<file path="config.mk">
export PLATFORM = sky130hd
export DESIGN_NAME = sfr_cfg_reg
export DESIGN_NICKNAME = d
export VERILOG_FILES = /design/src/rtl/sfr_cfg_pkg.sv /design/src/rtl/sfr_cpu_wr.sv /design/src/rtl/sfr_hw_upd.sv /design/src/rtl/sfr_cfg_reg.sv
export SDC_FILE = /design/constraint.sdc
export NUM_CORES = 1
export LEC_CHECK = 0
export BUFFER_PORTS_ARGS = -buffer_cell sky130_fd_sc_hd__buf_2
export CORE_MARGIN = 2
export CORE_UTILIZATION = 42
export CTS_CLUSTER_SIZE = 30
export DETAILED_ROUTE_END_ITERATION = 8
export HOLD_SLACK_MARGIN = 0.02
export PLACE_DENSITY = 0.77
export SLEW_MARGIN = 40
export SYNTH_ARGS = -nofsm -noshare
export SYNTH_HDL_FRONTEND = slang
export SYNTH_SLANG_ARGS = --single-unit
export TNS_END_PERCENT = 20
</file>
<file path="constraint.sdc">
create_clock -name clk -period 2 [get_ports clk]
set_input_delay 0.3 -clock clk [delete_from_list [all_inputs] [get_ports clk]]
set_output_delay 0.3 -clock clk [all_outputs]
set_load 0.005 [all_outputs]
</file>
<file path="src/rtl/sfr_cfg_pkg.sv">
package sfr_cfg_pkg;

    localparam int unsigned DW     = 16;
    localparam int unsigned BW     = 8;
    localparam int unsigned NBYTES = DW / BW;
    localparam int unsigned IDXW   = $clog2(DW);

    typedef enum logic [1:0] {
        WK_WORD = 2'd0,
        WK_BYTE = 2'd1,
        WK_BIT  = 2'd2,
        WK_NONE = 2'd3
    } wr_kind_e;

    typedef struct packed {
        logic          vld;
        logic [DW-1:0] val;
    } upd_t;

    function automatic logic [DW-1:0] one_hot_bit(input logic [IDXW-1:0] idx);
        logic [DW-1:0] m;
        m = '0;
        m[idx] = 1'b1;
        return m;
    endfunction

    function automatic logic [DW-1:0] strap_value(input logic [DW-1:0] rst_val,
                                                  input logic [DW-1:0] load_mask,
                                                  input logic [DW-1:0] pins);
        return (rst_val & ~load_mask) | (pins & load_mask);
    endfunction

endpackage

</file>
<file path="src/rtl/sfr_cpu_wr.sv">
module sfr_cpu_wr
    import sfr_cfg_pkg::*;
(
    input  logic [DW-1:0]     q,
    input  logic              wr_en,
    input  logic [1:0]        wr_kind,
    input  logic [NBYTES-1:0] byte_en,
    input  logic [DW-1:0]     wdata,
    input  logic [IDXW-1:0]   bit_idx,
    input  logic              bit_val,
    output upd_t              upd
);

    wr_kind_e      kind;
    logic [DW-1:0] byte_word;
    logic [DW-1:0] bit_mask;

    assign kind     = wr_kind_e'(wr_kind);
    assign bit_mask = one_hot_bit(bit_idx);

    for (genvar i = 0; i < NBYTES; i++) begin : g_lane
        assign byte_word[i*BW +: BW] = byte_en[i] ? wdata[i*BW +: BW] : '0;
    end

    always_comb begin
        upd = '{vld: 1'b0, val: q};
        if (wr_en) begin
            unique case (kind)
                WK_WORD: upd = '{vld: 1'b1, val: wdata};
                WK_BYTE: upd = '{vld: |byte_en, val: byte_word};
                WK_BIT:  upd = '{vld: 1'b1,
                                 val: (q & ~bit_mask) | ({DW{bit_val}} & bit_mask)};
                default: upd = '{vld: 1'b0, val: q};
            endcase
        end
    end

endmodule

</file>
<file path="src/rtl/sfr_hw_upd.sv">
module sfr_hw_upd
    import sfr_cfg_pkg::*;
(
    input  logic [DW-1:0] q,
    input  logic          en,
    input  logic [DW-1:0] mask,
    input  logic [DW-1:0] value,
    output upd_t          upd
);

    always_comb begin
        upd.vld = en;
        upd.val = (q & ~mask) | (value & mask);
    end

endmodule

</file>
<file path="src/rtl/sfr_cfg_reg.sv">
module sfr_cfg_reg
    import sfr_cfg_pkg::*;
#(
    parameter logic [DW-1:0] IMPL_MASK = 16'h7FEF,
    parameter logic [DW-1:0] RESET_VAL = 16'h0000,
    parameter logic [DW-1:0] LOAD_MASK = 16'h0680
) (
    input  logic              clk,
    input  logic              rst,
    input  logic [DW-1:0]     cfg_pins,
    input  logic              cpu_wr_en,
    input  logic [1:0]        cpu_wr_kind,
    input  logic [NBYTES-1:0] cpu_byte_en,
    input  logic [DW-1:0]     cpu_wdata,
    input  logic [IDXW-1:0]   cpu_bit_idx,
    input  logic              cpu_bit_val,
    input  logic              hw_wr_en,
    input  logic [DW-1:0]     hw_mask,
    input  logic [DW-1:0]     hw_value,
    output logic [DW-1:0]     rd_data
);

    logic [DW-1:0] q;
    upd_t          cpu_upd;
    upd_t          hw_upd;

    sfr_cpu_wr u_cpu (
        .q       (q),
        .wr_en   (cpu_wr_en),
        .wr_kind (cpu_wr_kind),
        .byte_en (cpu_byte_en),
        .wdata   (cpu_wdata),
        .bit_idx (cpu_bit_idx),
        .bit_val (cpu_bit_val),
        .upd     (cpu_upd)
    );

    sfr_hw_upd u_hw (
        .q     (q),
        .en    (hw_wr_en),
        .mask  (hw_mask),
        .value (hw_value),
        .upd   (hw_upd)
    );

    always_ff @(posedge clk) begin
        if (rst) begin
            q <= strap_value(RESET_VAL, LOAD_MASK, cfg_pins) & IMPL_MASK;
        end else if (cpu_upd.vld) begin
            q <= cpu_upd.val & IMPL_MASK;
        end else if (hw_upd.vld) begin
            q <= hw_upd.val & IMPL_MASK;
        end
    end

    assign rd_data = q;

endmodule

</file>
== After elaboration in Yosys (flattened, before gate mapping) ==
Cells that the tools add are included.
W data, S select, Z words.
Operators by class
  add/sub/neg operators: 0
  bitwise operators: 8
  shifts and indexed selects: 0
  div/mod/pow operators: 0
  multipliers: 0
  muxes and demuxes: 9
  $lt $le $gt $ge: 2
  reduce and logical (&&, ||, !) cells: 7
  eq/ne operators: 6
Operators by type and width (count)
  $pmux W17 S3: 1
  $and A15 B15 Y15: 2
  $mux W15: 2
  $mux W17: 1
  $and A15 B16 Y16: 1
  $and A16 B16 Y16: 1
  $mux W8: 2
  $not A16 Y16: 1
  $or A16 B16 Y16: 1
  $not A15 Y15: 1
  $or A15 B15 Y15: 1
  $mux W11: 1
  $reduce_and A3 Y1: 2
  $lt A4 B5 Y1 const B: 1
  $ne A5 B2 Y1 const B: 1
  $demux W1 S4: 1
  $ge A4 B1 Y1 const B: 1
  $ne A4 B1 Y1 const B: 1
  $ne A3 B3 Y1 const B: 1
  $reduce_bool A3 Y1: 1
  $eq A2 B1 Y1 const B: 1
  $eq A2 B2 Y1 const B: 1
  $logic_not A2 Y1: 1
  $ne A2 B2 Y1 const B: 1
  other kinds (4): 4
Storage, ports and cells
  memories kept: 0
  output and inout port bits: 16
  latch bits: 0
  bits in writable memories: 0
  logic and storage cells: 34
  register bits: 14
  memory bits (read-only): 0
  bits of input ports: 77

== Depth between registers and ports, before layout ==
Gate-level depths: netlist of run 1.
  depth after elaboration: 11
  mapped depth: 6
  mapped depth without buffers: 4

== Cells and area by module ==
A second synthesis of run 1 with hierarchy kept.
Second synthesis, totals
  cells, all modules: 182
  area, all modules: 1741.7 um^2
By module, submodules not included
  sfr_cpu_wr: sequential area each 0.0 um^2, cells each 99, times used 1, area each 808.3 um^2
  sfr_cfg_reg: sequential area each 310.3 um^2, cells each 66, times used 1, area each 685.7 um^2
  sfr_hw_upd: sequential area each 0.0 um^2, cells each 17, times used 1, area each 247.7 um^2

== Worst setup path before layout of run 1 ==
OpenSTA, ideal clock, no wires.
  kind: input to register
  start point: in cpu_bit_idx[0]
  end point: reg with a tool-made name
  arrival: 1363 ps
  setup time: 145 ps
  path slack: 493 ps
  data required time: 1855 ps
  stages: 5
  path buffers: 1
  cell sequence: buf_6 nor4_2 mux2_1 a221oi_1 a311oi_2
RTL lines
  from (decl): RTL line sfr_cfg_reg.sv:15  | input logic [IDXW-1:0] cpu_bit_idx,

==> results of run 1 <==
[layout make-up]
type	instances	area [um^2]	share of cell area
Inverter	6	22.52	0.01318
Tap cell	44	55.05	0.03221
Multi-Input combinational cell	119	924.6	0.5410
Clock inverter	1	3.754	0.002196
Timing Repair Buffer	73	370.4	0.2167
Clock buffer	3	22.52	0.01318
Sequential cell	14	310.3	0.1816
[kinds of logic (layout without fill, tap and decap cells)]
family | after synthesis | after routing | synth area share
other cells | 1 | 2 | 0.002757
compound gates | 38 | 38 | 0.2420
simple gates | 65 | 65 | 0.3165
mux | 14 | 14 | 0.1159
buf+inv | 23 | 83 | 0.09475
flops | 14 | 14 | 0.2282
[worst max-delay path by stage]
stage | startpoint | endpoint | cells past startpoint
5_1_grt | cpu_bit_idx[0] | flip-flop | 5
2_1_floorplan | cpu_bit_idx[0] | flip-flop | 5
6_report | cpu_bit_idx[3] | flip-flop | 5
3_5_place_dp | cpu_bit_idx[1] | flip-flop | 5
4_1_cts | cpu_bit_idx[3] | flip-flop | 5
3_3_place_gp | cpu_bit_idx[1] | flip-flop | 5
[power by group through the flow]
stage	combinational [mW]	clock, mW	sequential [mW]
2_1_floorplan	0.163	0	0.339
3_3_place_gp	0.262	0	0.340
3_5_place_dp	0.266	0	0.340
4_1_cts	0.267	0.170	0.333
5_1_grt	0.295	0.185	0.337
6_report	0.265	0.169	0.333
[critical path: stages]
cell and delay, ns:
buf_2 0.26, and4bb_1 0.24, mux2_1 0.31, a211oi_1 0.31, a221oi_1 0.08
[cell usage after synthesis (3+ instances only)]
| cell | n | area share |
|---|---|---|
| nand2_1 | 30 | 0.083 |
| nor4b_4 | 3 | 0.052 |
| dfxtp_1 | 11 | 0.16 |
| inv_1 | 6 | 0.017 |
| nor2b_1 | 4 | 0.018 |
| buf_2 | 4 | 0.015 |
| a221oi_1 | 14 | 0.090 |
| and4bb_1 | 5 | 0.046 |
| mux2_1 | 14 | 0.12 |
| a211oi_1 | 3 | 0.017 |
| a311oi_1 | 10 | 0.064 |
| edfxtp_1 | 3 | 0.066 |
| nand4b_1 | 4 | 0.026 |
| clkbuf_1 | 6 | 0.017 |
| buf_6 | 4 | 0.033 |
| nand3_1 | 11 | 0.040 |
[per-layer routing]
metal	GRT usage	up-vias	wire, um
met5	0	-	0
met4	0.02795	0	18
met3	0.01919	2	113
met2	0.3318	28	1742
met1	0.2513	628	1506
li1	-	718	-
[metrics by stage]
stage               instance area [um^2]  total power [mW]  cells  hold WS, ns
floorplan                           1364            0.5024    156       0.4837
global route                        1709            0.8170    260       0.3097
finish                              1709            0.7671    260       0.3019
global placement                    1683            0.6018    256       0.4880
detailed placement                  1683            0.6062    256       0.4979
CTS                                 1709            0.7699    260       0.3021
==> impl_metrics.json, run 1 <==
{
  "status": "complete, no violations",
  "io_pins": 93,
  "final_common_cell": "buf_2",
  "antenna_found_initial": 0,
  "num_vias": 1376,
  "whs_path_depth": 3,
  "setup_viol": 0,
  "final_cell_mix": "buf_2 (71), nand2_1 (30), mux2_1 (14), a221oi_1 (14)",
  "viasPerCell": 5.292,
  "leakage_nw": 0.7807,
  "power.switching_mw": 0.2472,
  "clock_sinks": 14,
  "hpwl_mm": 2.679,
  "grt_pass1_wl_mm": 5.340,
  "die_h_um": 60.91,
  "gp_congestion": 0.7285,
  "io_buffers": 71,
  "die_area_mm2": 0.003709,
  "cts-buffers-inserted": 3,
  "cts_max_path_buffers": 2,
  "cts-resized-gates": 0,
  "layout_min_cycle_time_ns": 1.488,
  "crit_fanout": 14,
  "ys.flop_type": "dfxtp_1",
  "final_net_count": 294,
  "grt_overflow_total": 0,
  "slew_viol_final": 0,
  "grtUsageTotal": 0.1875,
  "clkTransAtPathRegs_ns": 0.09,
  "ctsHtreeMaxLevel": 1,
  "r2r_cells": 3,
  "rsz0062_at_grt": "false",
  "coreArea_mm2": 0.003078,
  "dp_slack_ns": 0.2277,
  "finalHoldViolCount": 0,
  "drt_pass1_iterations": 4,
  "start_util": 0.4419,
  "fmax_ghz": 0.6723,
  "path_class": "in2reg",
  "cts_tree": "yes",
  "antenna_cells": 0,
  "yosysWarnings": 0,
  "clockRootBuffer": "clkbuf_4",
  "die_w_um": 60.91,
  "ys_ff_latch": 14,
  "drc": 0,
  "drt-total-wl_mm": 3.380,
  "ys_seq_area_frac": 0.2282,
  "finalWorstSetupSlack_ns": 0.5125,
  "synth-async-reset-ratio": 0,
  "critPathRequiredTime_ns": 2.02,
  "fill_cells": 314,
  "cp.arrival_ns": 1.51,
  "areaGrowthSynthToFinish_pct": 25.67,
  "min-delay-path-class": "in2reg",
  "switching_share": 0.3223,
  "cts_hold_buf": 0,
  "tns_ns": 0,
  "pwr-share-comb": 0.346,
  "fin_crit_sh": 0.7438,
  "drive_above_1_share": 0.3935,
  "ys_types": 35,
  "grt_pass1_vias": 1217,
  "drtIter0Drc": 49,
  "fp-row-count": 20,
  "grt_max_degree": 26,
  "power.internal_mw": 0.5199,
  "wl_per_cell_um": 13.00,
  "ir_worst_vdd_v": 0.0002683,
  "max_cap_viol_count": 0,
  "ff2ff_setup_slack_ns": 0.65,
  "min_from": "hw_value[13]",
  "endpoint_kind": "flip-flop",
  "finalCoreUtilization": 0.5553,
  "fin_worst_skew_ns": 0,
  "avgSynthCellArea_um2": 8.775,
  "synth_edf_count": 3,
  "p_seq_frac": 0.435,
  "synth_cells": 155,
  "crit_path_start_kind": "input pin",
  "clockPowerShare": 0.220,
  "syn_area_mm2": 0.001360,
  "post-cts-setup-buffers": 0,
  "ant_nets": 0,
  "clock_latency_ns": 0.28,
  "power.density_mw_per_mm2": 448.8
}
Note: power is estimated with default switching activity, not from simulation.
==> inputs of run 2 (changes only) <==
Clock period 2 ns to 1.4 ns, I/O delays scaled along.
==> run 2 against run 1 <==
Worst hold slack lost 0.084 ns; cell area up 9.8%; via count increased by 8.9%; sequential share of layout area is 1.6 points lower; combinational power is 66% higher; cell count is 5.4% higher; register-to-register slack got worse by 0.56 ns; non-clock buffer count rose by 14; highest routed layer unchanged; total power grew 51%; global-route usage up 2.5 points; critical path depth stayed put.
==> impl_metrics.json, run 2 (synthesis gave the netlist of run 1 again) <==
{
  "ctsHtreeMaxLevel": 1,
  "die_w_um": 60.91,
  "final_cell_mix": "buf_2 (70), nand2_1 (30), mux2_1 (14)",
  "finalWorstSetupSlack_ns": 0.06252,
  "grt_pass1_wl_mm": 6.016,
  "seq_area_um2": 310.3,
  "viasPerCell": 5.471,
  "grt_overflow_total": 0,
  "io_pins": 93,
  "cts_max_path_buffers": 2,
  "fp-row-count": 20,
  "min-delay-path-class": "in2reg",
  "clockRootBuffer": "clkbuf_4",
  "fill_cells": 283,
  "fin_crit_sh": 0.9553,
  "cts_hold_buf": 0,
  "dpl.cell_count": 270,
  "num_vias": 1499,
  "cts-buffers-inserted": 3,
  "leakage_nw": 0.8682,
  "post-cts-setup-buffers": 0,
  "die_area_mm2": 0.003709,
  "antenna_cells": 0,
  "drt_pass1_iterations": 4,
  "tns_ns": 0,
  "ant_nets": 0,
  "die_h_um": 60.91,
  "antenna_found_initial": 0,
  "instances_no_fill": 274,
  "whs_path_depth": 3,
  "path_class": "in2reg",
  "multiInputGateArea_um2": 947.2,
  "clkTransAtPathRegs_ns": 0.09,
  "hpwl_mm": 3.016,
  "finalHoldViolCount": 0,
  "grt_max_degree": 26,
  "start_util": 0.4419,
  "clock_latency_ns": 0.28,
  "grtUsageTotal": 0.2129,
  "drtIter0Drc": 60,
  "drt-total-wl_mm": 3.753,
  "ir_worst_vdd_v": 0.0002956,
  "grt_pass1_vias": 1410,
  "gp_congestion": 0.8022,
  "cp.arrival_ns": 1.36,
  "final_net_count": 308,
  "clock_sinks": 14,
  "dp_slack_ns": -0.2645,
  "drc": 0,
  "drive_above_1_share": 0.4478,
  "status": "complete, no violations",
  "fin_worst_skew_ns": 0,
  "fmax_ghz": 0.7477,
  "endpoint_kind": "flip-flop",
  "r2r_cells": 3,
  "rsz0062_at_grt": "false",
  "stdcell_area_mm2": 0.001877,
  "layout_min_cycle_time_ns": 1.337,
  "cts_tree": "yes",
  "io_buffers": 71,
  "coreArea_mm2": 0.003078,
  "max_cap_viol_count": 0,
  "power.density_mw_per_mm2": 618.5,
  "setup_viol": 0,
  "wl_per_cell_um": 13.70,
  "crit_fanout": 12,
  "critPathRequiredTime_ns": 1.42,
  "place_area_mm2": 0.001832,
  "power_mw": 1.161,
  "cts-resized-gates": 0,
  "crit_path_start_kind": "input pin",
  "areaGrowthSynthToFinish_pct": 37.99,
  "final_common_cell": "buf_2",
  "slew_viol_final": 0
}
run 2: cell types whose count changed in the layout (fill, tap and decap cells not counted), moves of 2 or more:
cell	previous run	this run
buf_4	2	13
buf_12	0	3
a211oi_1	3	1
a211oi_2	0	2
run 2: final timing paths:
check / from / end / slack [ns]
worst max-delay path: cpu_bit_idx[1] / flip-flop / 0.06
worst min register to register: flip-flop / flip-flop / 0.50
worst max register to register: flip-flop / flip-flop / 0.09
worst min-delay path: hw_value[13] / flip-flop / 0.22
run 2: critical path, stage by stage:
cell      delay [ns]
clkbuf_4        0.19
and4bb_1        0.29
mux2_1          0.34
a211oi_2        0.26
a221oi_1        0.07
run 2: area by class of cell:
cell class | instances | share of cell area
multi-input combinational | 119 | 0.5047
sequential | 14 | 0.1653
tap | 44 | 0.02933
inverter | 6 | 0.01200
timing repair buffer | 87 | 0.2747
clock buffer | 4 | 0.01400
run 2: layer usage:
| layer | share of wire | GRT usage | vias up |
|---|---|---|---|
| met5 | 0 | 0 | - |
| met4 | 0.0083 | 0.08385 | 0 |
| met3 | 0.046 | 0.01279 | 4 |
| met2 | 0.52 | 0.3702 | 49 |
| met1 | 0.42 | 0.2748 | 694 |
| li1 | - | - | 752 |
run 2: where the power goes:
group | switching, mW | leakage [nW] | internal, mW
clock | 0.133 | 0.0150 | 0.111
combinational | 0.212 | 0.732 | 0.229
sequential | 0.0239 | 0.122 | 0.452
total | 0.370 | 0.868 | 0.791
run 2: through the flow:
step	utilization	hold WS (ns)
2_1_floorplan	-	0.3937
3_3_place_gp	0.5951	0.4811
3_5_place_dp	0.5951	0.4941
4_1_cts	0.6037	0.2088
5_1_grt	0.6098	0.2088
6_report	0.6098	0.2181
